`src/rtl/uart_rr_pkg.sv`:
```
`timescale 1ns/1ps
package uart_rr_pkg;
    localparam int ADDR_W = 12;
    localparam int DATA_W = 32;
    localparam int WORD_W = ADDR_W - 2;
    localparam int REG_W  = 16;
    localparam int CHAR_W = 8;

    // word offsets decoded by the register map
    localparam logic [WORD_W-1:0] WO_DATA  = WORD_W'(0);
    localparam logic [WORD_W-1:0] WO_RSTAT = WORD_W'(1);
    localparam logic [WORD_W-1:0] WO_FLAG  = WORD_W'(6);
    localparam logic [WORD_W-1:0] WO_LPDIV = WORD_W'(8);
    localparam logic [WORD_W-1:0] WO_IBAUD = WORD_W'(9);
    localparam logic [WORD_W-1:0] WO_FBAUD = WORD_W'(10);
    localparam logic [WORD_W-1:0] WO_LINE  = WORD_W'(11);
    localparam logic [WORD_W-1:0] WO_CTRL  = WORD_W'(12);
    localparam logic [WORD_W-1:0] WO_LEVEL = WORD_W'(13);
    localparam logic [WORD_W-1:0] WO_MASK  = WORD_W'(14);
    localparam logic [WORD_W-1:0] WO_RAW   = WORD_W'(15);
    localparam logic [WORD_W-1:0] WO_MSKD  = WORD_W'(16);
    localparam logic [WORD_W-1:0] WO_DMA   = WORD_W'(18);

    localparam int FLAG_EMPTY_BIT = 4;
    localparam int FLAG_FULL_BIT  = 6;
    localparam int IRQ_RX_BIT     = 4;

    typedef struct packed {
        logic [REG_W-1:0] lpdiv;
        logic [REG_W-1:0] ibaud;
        logic [REG_W-1:0] fbaud;
        logic [REG_W-1:0] line;
        logic [REG_W-1:0] ctrl;
        logic [REG_W-1:0] level;
        logic [REG_W-1:0] mask;
        logic [REG_W-1:0] dma;
    } cfg_t;
endpackage

```
`src/rtl/uart_rr_fifo.sv`:
```
`timescale 1ns/1ps
module uart_rr_fifo #(
    parameter int DEPTH   = 16,
    parameter int ENTRY_W = 12,
    localparam int PTR_W  = $clog2(DEPTH),
    localparam int CNT_W  = $clog2(DEPTH + 1)
) (
    input  logic               clk,
    input  logic               rst_n,
    input  logic               push_i,
    input  logic [ENTRY_W-1:0] push_data_i,
    input  logic               pop_i,
    input  logic [CNT_W-1:0]   trig_i,
    output logic [ENTRY_W-1:0] head_o,
    output logic               empty_o,
    output logic               full_o,
    output logic               raw_o
);
    typedef struct packed {
        logic [PTR_W-1:0] rptr;
        logic [CNT_W-1:0] cnt;
        logic             fe;
        logic             ff;
        logic             raw;
    } st_t;

    localparam st_t ST_RST = '{rptr: '0, cnt: '0, fe: 1'b1, ff: 1'b0, raw: 1'b0};

    st_t                st_d, st_q;
    logic [ENTRY_W-1:0] mem_q [DEPTH];
    logic               push_ok, pop_ok;
    logic [CNT_W:0]     wsum;
    logic [PTR_W-1:0]   widx;

    always_comb begin
        st_d    = st_q;
        push_ok = push_i && (st_q.cnt != CNT_W'(DEPTH));
        pop_ok  = pop_i && (st_q.cnt != '0);

        // tail slot = read slot + level, modulo depth
        wsum = (CNT_W+1)'(st_q.rptr) + (CNT_W+1)'(st_q.cnt);
        if (wsum >= (CNT_W+1)'(DEPTH)) widx = PTR_W'(wsum - (CNT_W+1)'(DEPTH));
        else                           widx = PTR_W'(wsum);

        if (pop_ok)
            st_d.rptr = (st_q.rptr == PTR_W'(DEPTH - 1)) ? '0 : st_q.rptr + 1'b1;

        case ({push_ok, pop_ok})
            2'b10:   st_d.cnt = st_q.cnt + 1'b1;
            2'b01:   st_d.cnt = st_q.cnt - 1'b1;
            default: st_d.cnt = st_q.cnt;
        endcase

        if (pop_i) st_d.ff = 1'b0;
        if (push_ok) st_d.fe = 1'b0;
        if (push_ok && st_d.cnt == CNT_W'(DEPTH)) st_d.ff = 1'b1;
        if (pop_i && st_d.cnt == '0) st_d.fe = 1'b1;

        if (pop_i && st_d.cnt == trig_i - 1'b1)      st_d.raw = 1'b0;
        else if (push_ok && st_d.cnt == trig_i)      st_d.raw = 1'b1;
    end

    always_ff @(posedge clk or negedge rst_n) begin
        if (!rst_n) st_q <= ST_RST;
        else        st_q <= st_d;
    end

    always_ff @(posedge clk or negedge rst_n) begin
        if (!rst_n) begin
            for (int i = 0; i < DEPTH; i++) mem_q[i] <= '0;
        end else if (push_ok) begin
            mem_q[widx] <= push_data_i;
        end
    end

    assign head_o  = mem_q[st_q.rptr];
    assign empty_o = st_q.fe;
    assign full_o  = st_q.ff;
    assign raw_o   = st_q.raw;
endmodule

```
`src/rtl/uart_rr_regs.sv`:
```
`timescale 1ns/1ps
module uart_rr_regs
    import uart_rr_pkg::*;
#(
    parameter int ERR_W = 4
) (
    input  logic              clk,
    input  logic              rst_n,
    input  logic              wr_i,
    input  logic [WORD_W-1:0] word_i,
    input  logic [REG_W-1:0]  wdata_i,
    input  logic              pop_i,
    input  logic [ERR_W-1:0]  head_err_i,
    output cfg_t              cfg_o,
    output logic [ERR_W-1:0]  rsr_o
);
    typedef struct packed {
        cfg_t             cfg;
        logic [ERR_W-1:0] rsr;
    } st_t;

    st_t st_d, st_q;

    always_comb begin
        st_d = st_q;
        if (wr_i) begin
            case (word_i)
                WO_LPDIV: st_d.cfg.lpdiv = wdata_i;
                WO_IBAUD: st_d.cfg.ibaud = wdata_i;
                WO_FBAUD: st_d.cfg.fbaud = wdata_i;
                WO_LINE:  st_d.cfg.line  = wdata_i;
                WO_CTRL:  st_d.cfg.ctrl  = wdata_i;
                WO_LEVEL: st_d.cfg.level = wdata_i;
                WO_MASK:  st_d.cfg.mask  = wdata_i;
                WO_DMA:   st_d.cfg.dma   = wdata_i;
                default:  ;
            endcase
        end
        if (pop_i) st_d.rsr = head_err_i;
    end

    always_ff @(posedge clk or negedge rst_n) begin
        if (!rst_n) st_q <= '0;
        else        st_q <= st_d;
    end

    assign cfg_o = st_q.cfg;
    assign rsr_o = st_q.rsr;
endmodule

```
`src/rtl/uart_rr_rdmux.sv`:
```
`timescale 1ns/1ps
module uart_rr_rdmux
    import uart_rr_pkg::*;
#(
    parameter int          ENTRY_W  = 12,
    parameter int          ERR_W    = 4,
    parameter logic [63:0] ID_BYTES = 64'h5AC3_0FE1_0037_9248
) (
    input  logic [WORD_W-1:0]  word_i,
    input  cfg_t               cfg_i,
    input  logic [ERR_W-1:0]   rsr_i,
    input  logic [ENTRY_W-1:0] head_i,
    input  logic               empty_i,
    input  logic               full_i,
    input  logic               raw_i,
    output logic [DATA_W-1:0]  rdata_o
);
    localparam int ID_WORDS = 8;

    logic [7:0]       id_tab [ID_WORDS];
    logic [REG_W-1:0] raw_vec;
    logic [REG_W-1:0] flags;

    for (genvar g = 0; g < ID_WORDS; g++) begin : g_id
        assign id_tab[g] = ID_BYTES[8*g +: 8];
    end

    always_comb begin
        raw_vec = '0;
        raw_vec[IRQ_RX_BIT] = raw_i;
        flags = '0;
        flags[FLAG_EMPTY_BIT] = empty_i;
        flags[FLAG_FULL_BIT]  = full_i;

        rdata_o = '0;
        if (&word_i[WORD_W-1:3]) begin
            rdata_o = DATA_W'(id_tab[word_i[2:0]]);
        end else begin
            case (word_i)
                WO_DATA:  rdata_o = DATA_W'(head_i);
                WO_RSTAT: rdata_o = DATA_W'(rsr_i);
                WO_FLAG:  rdata_o = DATA_W'(flags);
                WO_LPDIV: rdata_o = DATA_W'(cfg_i.lpdiv);
                WO_IBAUD: rdata_o = DATA_W'(cfg_i.ibaud);
                WO_FBAUD: rdata_o = DATA_W'(cfg_i.fbaud);
                WO_LINE:  rdata_o = DATA_W'(cfg_i.line);
                WO_CTRL:  rdata_o = DATA_W'(cfg_i.ctrl);
                WO_LEVEL: rdata_o = DATA_W'(cfg_i.level);
                WO_MASK:  rdata_o = DATA_W'(cfg_i.mask);
                WO_RAW:   rdata_o = DATA_W'(raw_vec);
                WO_MSKD:  rdata_o = DATA_W'(raw_vec & cfg_i.mask);
                WO_DMA:   rdata_o = DATA_W'(cfg_i.dma);
                default:  rdata_o = '0;
            endcase
        end
    end
endmodule

```
`src/rtl/uart_rx_regread.sv`:
```
`timescale 1ns/1ps
module uart_rx_regread
    import uart_rr_pkg::*;
#(
    parameter int          DEPTH    = 16,
    parameter int          ERR_W    = 4,
    parameter logic [63:0] ID_BYTES = 64'h5AC3_0FE1_0037_9248
) (
    input  logic              clk,
    input  logic              rst_n,
    input  logic              psel,
    input  logic              penable,
    input  logic              pwrite,
    input  logic [ADDR_W-1:0] paddr,
    input  logic [DATA_W-1:0] pwdata,
    output logic [DATA_W-1:0] prdata,
    input  logic              rx_valid,
    input  logic [CHAR_W-1:0] rx_char,
    input  logic [ERR_W-1:0]  rx_err,
    output logic              irq
);
    localparam int ENTRY_W = CHAR_W + ERR_W;
    localparam int PTR_W   = $clog2(DEPTH);
    localparam int CNT_W   = $clog2(DEPTH + 1);

    logic [WORD_W-1:0]  word;
    logic               rd_stb, wr_stb, pop_stb;
    logic [CNT_W-1:0]   trig;
    logic [ENTRY_W-1:0] fifo_head;
    logic               fifo_empty, fifo_full, rx_raw;
    logic [ERR_W-1:0]   rsr_q;
    cfg_t               cfg;
    logic [REG_W-1:0]   raw_vec;
    logic               unused_bits;

    assign word    = paddr[ADDR_W-1:2];
    assign rd_stb  = psel && penable && !pwrite;
    assign wr_stb  = psel && penable && pwrite;
    assign pop_stb = rd_stb && (word == WO_DATA);
    assign trig    = CNT_W'(cfg.level[PTR_W-1:0]) + CNT_W'(1);
    assign unused_bits = ^{paddr[1:0], pwdata[DATA_W-1:REG_W]};

    uart_rr_fifo #(.DEPTH(DEPTH), .ENTRY_W(ENTRY_W)) u_fifo (
        .clk         (clk),
        .rst_n       (rst_n),
        .push_i      (rx_valid),
        .push_data_i ({rx_err, rx_char}),
        .pop_i       (pop_stb),
        .trig_i      (trig),
        .head_o      (fifo_head),
        .empty_o     (fifo_empty),
        .full_o      (fifo_full),
        .raw_o       (rx_raw)
    );

    uart_rr_regs #(.ERR_W(ERR_W)) u_regs (
        .clk        (clk),
        .rst_n      (rst_n),
        .wr_i       (wr_stb),
        .word_i     (word),
        .wdata_i    (pwdata[REG_W-1:0]),
        .pop_i      (pop_stb),
        .head_err_i (fifo_head[ENTRY_W-1:CHAR_W]),
        .cfg_o      (cfg),
        .rsr_o      (rsr_q)
    );

    uart_rr_rdmux #(.ENTRY_W(ENTRY_W), .ERR_W(ERR_W), .ID_BYTES(ID_BYTES)) u_rdmux (
        .word_i  (word),
        .cfg_i   (cfg),
        .rsr_i   (rsr_q),
        .head_i  (fifo_head),
        .empty_i (fifo_empty),
        .full_i  (fifo_full),
        .raw_i   (rx_raw),
        .rdata_o (prdata)
    );

    always_comb begin
        raw_vec = '0;
        raw_vec[IRQ_RX_BIT] = rx_raw;
    end

    assign irq = |(raw_vec & cfg.mask);
endmodule

```
`config.mk`:
```
export PLATFORM = sky130hd
export DESIGN_NAME = uart_rx_regread
export DESIGN_NICKNAME = d
export VERILOG_FILES = /design/src/rtl/uart_rr_pkg.sv /design/src/rtl/uart_rr_fifo.sv /design/src/rtl/uart_rr_regs.sv /design/src/rtl/uart_rr_rdmux.sv /design/src/rtl/uart_rx_regread.sv
export SDC_FILE = /design/constraint.sdc
export NUM_CORES = 1
export LEC_CHECK = 0
export ABC_AREA = 1
export BUFFER_PORTS_ARGS = -buffer_cell sky130_fd_sc_hd__buf_2
export CORE_ASPECT_RATIO = 1.75
export CORE_UTILIZATION = 40
export DETAILED_ROUTE_END_ITERATION = 10
export PLACE_DENSITY = 0.58
export REMOVE_ABC_BUFFERS = 1
export SYNTH_ARGS = -nofsm -noshare
export SYNTH_HDL_FRONTEND = slang
export SYNTH_SLANG_ARGS = --single-unit
export TNS_END_PERCENT = 20
```
`constraint.sdc`:
```
create_clock -name clk -period 8.1 [get_ports clk]
set_input_delay 1.62 -clock clk [delete_from_list [all_inputs] [get_ports clk]]
set_output_delay 1.62 -clock clk [all_outputs]
set_load 0.005 [all_outputs]
```
Word-level counts from Yosys, hierarchy flattened
Memory sizes are Yosys's and may differ from the RTL's.
Index checks and enable logic that the tools add are counted.
- $add $sub $neg: 7
- multiply operators: 0
- divide/modulo/power cells: 0
- order comparisons: 5
- equality and inequality tests: 19
- shifts and indexed selects: 0
- multiplexer cells: 19
- bitwise logic cells: 5
- reduce and logical (&&, ||, !) cells: 28
- operators by type and width (kind ; number):
    32-bit case mux with 13 select lines ; 1
    192-bit bitwise mux ; 1
    10-bit by 4-bit == test with 1-bit output (second input constant) ; 8
    12-bit binary-select mux with 4-bit select ; 1
    12-bit demux with 4-bit select ; 1
    12-bit two-way mux ; 3
    5-bit by 16-bit AND with 16-bit output ; 2
    32-bit two-way mux ; 1
    10-bit by 5-bit == test with 1-bit output (second input constant) ; 2
    8-bit two-way mux ; 2
    2-bit AND reduction ; 8
    16-bit OR reduction ; 1
    1-bit logical AND ; 11
    10-bit by 1-bit == test with 1-bit output (second input constant) ; 1
    10-bit by 3-bit == test with 1-bit output (second input constant) ; 1
    5-bit == test ; 2
    5-bit greater-or-equal comparator (second input constant) ; 2
    10-bit zero test ; 1
    4-bit inverter with 5-bit output ; 2
    5-bit case mux with 2 select lines ; 1
    5-bit by 1-bit subtractor with 5-bit output (second input constant) ; 2
    4-bit two-way mux ; 2
    7-bit AND reduction ; 1
    4-bit by 5-bit adder with 6-bit output ; 1
    18 further kinds ; 25
- flip-flop bits (word level): 336
- latch bits: 0
- RAM bits: 0
- memory bits (read-only): 64
- input port bits: 62
- output and inout port bits: 33
- word-level logic and storage cells: 114
- memories: 1
- memory list (name ; depth ; width ; read ports ; clocked after Yosys merged registers in ; wr ports ; RTL line ; RTL):
    (name not given) ; 8 ; 8 ; 1 ; 0 ; 0 ; uart_rr_rdmux.sv:37 ; rdata_o = DATA_W'(id_tab[word_i[2:0]]);

Longest topological paths before layout
- depth in word-level cells: 10
- gate-level depth with buffers: 19
- gate-level depth less buffers: 19

Hierarchy
From an unflattened synthesis, not the netlist that was laid out.
- cell total of the unflattened synthesis: 2164
- area, all modules: 17201.5 µm²
- by module, submodules not included (module ; times used ; cells each ; area each (µm²) ; sequential area each (µm²)):
    uart_rr_fifo ; 1 ; 1122 ; 9593.0 ; 5106.1
    uart_rr_regs ; 1 ; 624 ; 5510.3 ; 3303.2
    uart_rr_rdmux ; 1 ; 389 ; 1965.6 ; 0.0
    uart_rx_regread ; 1 ; 29 ; 132.6 ; 0.0

Worst setup path after synthesis
OpenSTA, ideal clock, no wires.
- kind: in2out
- start point: input paddr[7]
- end point: output prdata[5]
- data arrival time: 3.089 ns
- required time: 6.480 ns
- path slack: 3.391 ns
- cell stages on the path: 11
- path buffers: 2
- cell sequence: nor2_1 nand2_2 buf_2 nor2_1 nand2_1 nor3_1 buf_2 nand2_1 nand3_1 a221oi_1 nand4_1
- longest elaborated chain between the ends: 3
- elaborated cells between the ends (all ways): 16
- those cells by class: eq/ne: 12; mux: 2; reduce/logical: 2
- RTL lines (item ; RTL line ; RTL):
    start, declared ; uart_rx_regread.sv:14 ; input logic [ADDR_W-1:0] paddr,
    10-bit by 5-bit == test with 1-bit output, or another cell as far along ; uart_rr_rdmux.sv:39 ; case (word_i)
    32-bit case mux with 13 select lines ; uart_rr_rdmux.sv:39 ;
    32-bit two-way mux * ; uart_rr_rdmux.sv:36 ; if (&word_i[WORD_W-1:3]) begin
    end, declared ; uart_rx_regread.sv:16 ; output logic [DATA_W-1:0] prdata,
Every way passes the cells marked *; elsewhere a longest branch is shown, timed or not.

Worst setup path after layout
- start point: input paddr[5]
- end point: output prdata[2]
The elaborated chain is that of the path after synthesis.

==> metrics.csv <==
metric,value,unit
syn2layout_area_growth,10.68,%
slew_viol_final,0,
setup_violations,0,
place_area,0.01631,mm2
nets,1923,
rows,95,
switching_share,29.85,%
cts-htree-levels,2,
holdBufCountCts,0,
dieArea,0.04024,mm2
setup_tns,0,ps
wl_per_cell,18.09,um
critPathCaptureType,primary output,
hold_class,flop to flop,
first_global_vias,12700,
mostFrequentLayoutCell,nand2_1,
post-route-period-util,76.42,%
post-route-min-period,6190,ps
cts.repair.resized,0,
clock_sinks,336,
cts-root-buf,clkbuf_16,
clk_transition_reported_paths,60,ps
power_density,277.3,mW/mm2
place_hpwl,28.31,mm
cts_tree,built,
status,"complete, but fails checks",
hold_viol,0,
synth-simple-area-share,20.30,%
synth_mux_area_share,1.206,%
cap_violations,0,
viasPerCell,5.391,
fmax,161.5,MHz
max-vdd-ir-drop,185.3,uV
p_comb_share,18.1,%
tightest_slew,1176,ps
synth_top_family_by_area,simple AND/OR/NAND/NOR gates,
layout-drive-gt1-share,8.640,%
drtIter0Drc,913,
portBuffers,60,
synth-adder-area-share,1.000,%
ys_warn_count,0,
path_max_fanout,18,
clkLatencyLatePin,530,ps
start_kind,primary input,
ys_seq_elements,336,
cts_made_buffers,35,
power_leakage,0.008114,uW
yosysTopAreaCellShare,53.18,%
clock_skew,20.67,ps
fin_area,0.01745,mm2
grt_setup_unrepaired,false,
ant_nets,0,
core-area,0.03863,mm2
cp.required,6480,ps
dr.pass1.iters,8,
die_y,264.6,um
slew_headroom,21.38,%
ios,95,
crit_type,primary input to primary output,
p_int,3394,uW
final_core_util,45.16,%
drt_wl_total,42.70,mm
seq_power_share,49.0,%
violations,DRC,
critical_path_arrival,4570,ps
gp_congestion,0.8691,
grt_max_degree,166,
post-cts-setup-buffers,0,
overflow,0,
yosysUniqueCellTypes,48,
synth-seq-area-share,53.35,%
avgSynthCellArea,8.503,um2
antenna_found_initial,0,
clockPowerShare,32.9,%
synth-compound-area-share,17.93,%
clockBufferDepth,3,
synth_cells,1854,
grt_use_total,21.75,%
start_util,40.81,%
fp.dieW,152.1,um
yosys-top-cells-area,"dfrtp_1, o21ai_0, nand2_1",
grt_first_pass_wirelength,69.30,mm
syn_area,0.01576,mm2
p_switching,1444,uW
diodes,0,
drc_errors,7,
vias,12720,
yosysTopAreaCell,dfrtp_1,
most-common-layout-cells,"nand2_1, o21ai_0, dfrtp_1",
synth_xor_area_share,0.5556,%
[area by class of cell]
type | count | area, um2
Tap cell | 485 | 606.8
Clock inverter | 11 | 100.1
Multi-Input combinational cell | 1318 | 6533
Timing Repair Buffer | 75 | 435.4
Fill cell | 3846 | 21180
Clock buffer | 52 | 1041
Inverter | 83 | 316.6
Sequential cell | 336 | 8414
[synth_stat cells, drive strengths merged]
library cell and number:
nand2 511, o21ai 385, dfrtp 335, nor2 143
clkbuf 103, inv 80, nand3 64, buf 29
o32ai 29, nand4 24, mux2i 19, o221ai 19
a21oi 17, a22o 13, ha 11, nor4 10
nor3 9, a221oi 8, a32o 8, o211ai 7
xor2 7, a2111oi 5, nand3b 4, clkinv 3
xnor2 3, o22ai 2, a211oi 1, a31oi 1
conb 1, dfstp 1, fa 1, or2 1
[power groups by stage]
stage | combinational [uW] | clock, uW | sequential, uW
floorplan | 658 | 0 | 2330
global placement | 850 | 0 | 2380
detailed placement | 885 | 0 | 2390
CTS | 887 | 1640 | 2370
global route | 1030 | 1700 | 2430
finish | 875 | 1590 | 2370
[worst max-delay path, cell delays in order]
cell and delay [ps]:
buf_2 170, inv_1 90, nor2_2 830, inv_1 160, nor2_1 230, nand3_1 100
inv_1 640, nand2_1 100, nand4_1 170, a2111oi_0 130, nand3_1 200, buf_2 130
[cells by family after synthesis]
kind of cell / Yosys count
compound gates: 495
xor+xnor: 10
fa+ha+maj: 12
buf+inv: 215
flops: 336
mux: 19
other cells: 1
simple gates: 766
[sequential cells by signal, summed over array words and instances, names as in the netlist]
signal          count
u_fifo.raw_o        1
u_fifo.empty_o      1
u_fifo.mem_q      192
u_fifo.st_q         9
u_regs.rsr_o        4
u_regs.cfg_o      128
u_fifo.full_o       1
[stage by stage]
step / power, uW / hold WS (ps) / instances / setup WS [ps]
after floorplan: 2991 / 447.8 / 1737 / 1796
after global placement: 3230 / 460.4 / 2297 / 1984
after detailed placement: 3280 / 467.4 / 2297 / 1924
after CTS: 4895 / 483.2 / 2360 / 1912
after global routing: 5170 / 503.2 / 2360 / 1795
final: 4838 / 481.8 / 2360 / 1910
[layer usage]
metal / vias to the layer above / share of wire [%] / GRT usage, %
li1: 6212 / - / -
met1: 6100 / 41 / 25.80
met2: 330 / 51 / 39.75
met3: 81 / 4.2 / 2.616
met4: 0 / 3.5 / 8.853
met5: - / 0 / 0
[final timing paths]
check | cells past startpoint | endpoint | slack, ps | start
worst max-delay path | 12 | prdata[2] | 1910 | paddr[5]
worst min-delay path | 2 | u_fifo.mem_q[69]$_DFFE_PN0P_ | 480 | u_fifo.mem_q[69]$_DFFE_PN0P_
worst max register to register | 6 | u_fifo.mem_q[143]$_DFFE_PN0P_ | 4150 | u_fifo.st_q[8]$_DFFE_PN0P_
worst min register to register | 2 | u_fifo.mem_q[69]$_DFFE_PN0P_ | 480 | u_fifo.mem_q[69]$_DFFE_PN0P_
max in group asynchronous | 2 | u_regs.cfg_o[8]$_DFFE_PN0P_ | 5450 | rst_n
min in group asynchronous | 1 | u_fifo.mem_q[123]$_DFFE_PN0P_ | 1150 | rst_n
Note: power is estimated with default switching activity, not from simulation.
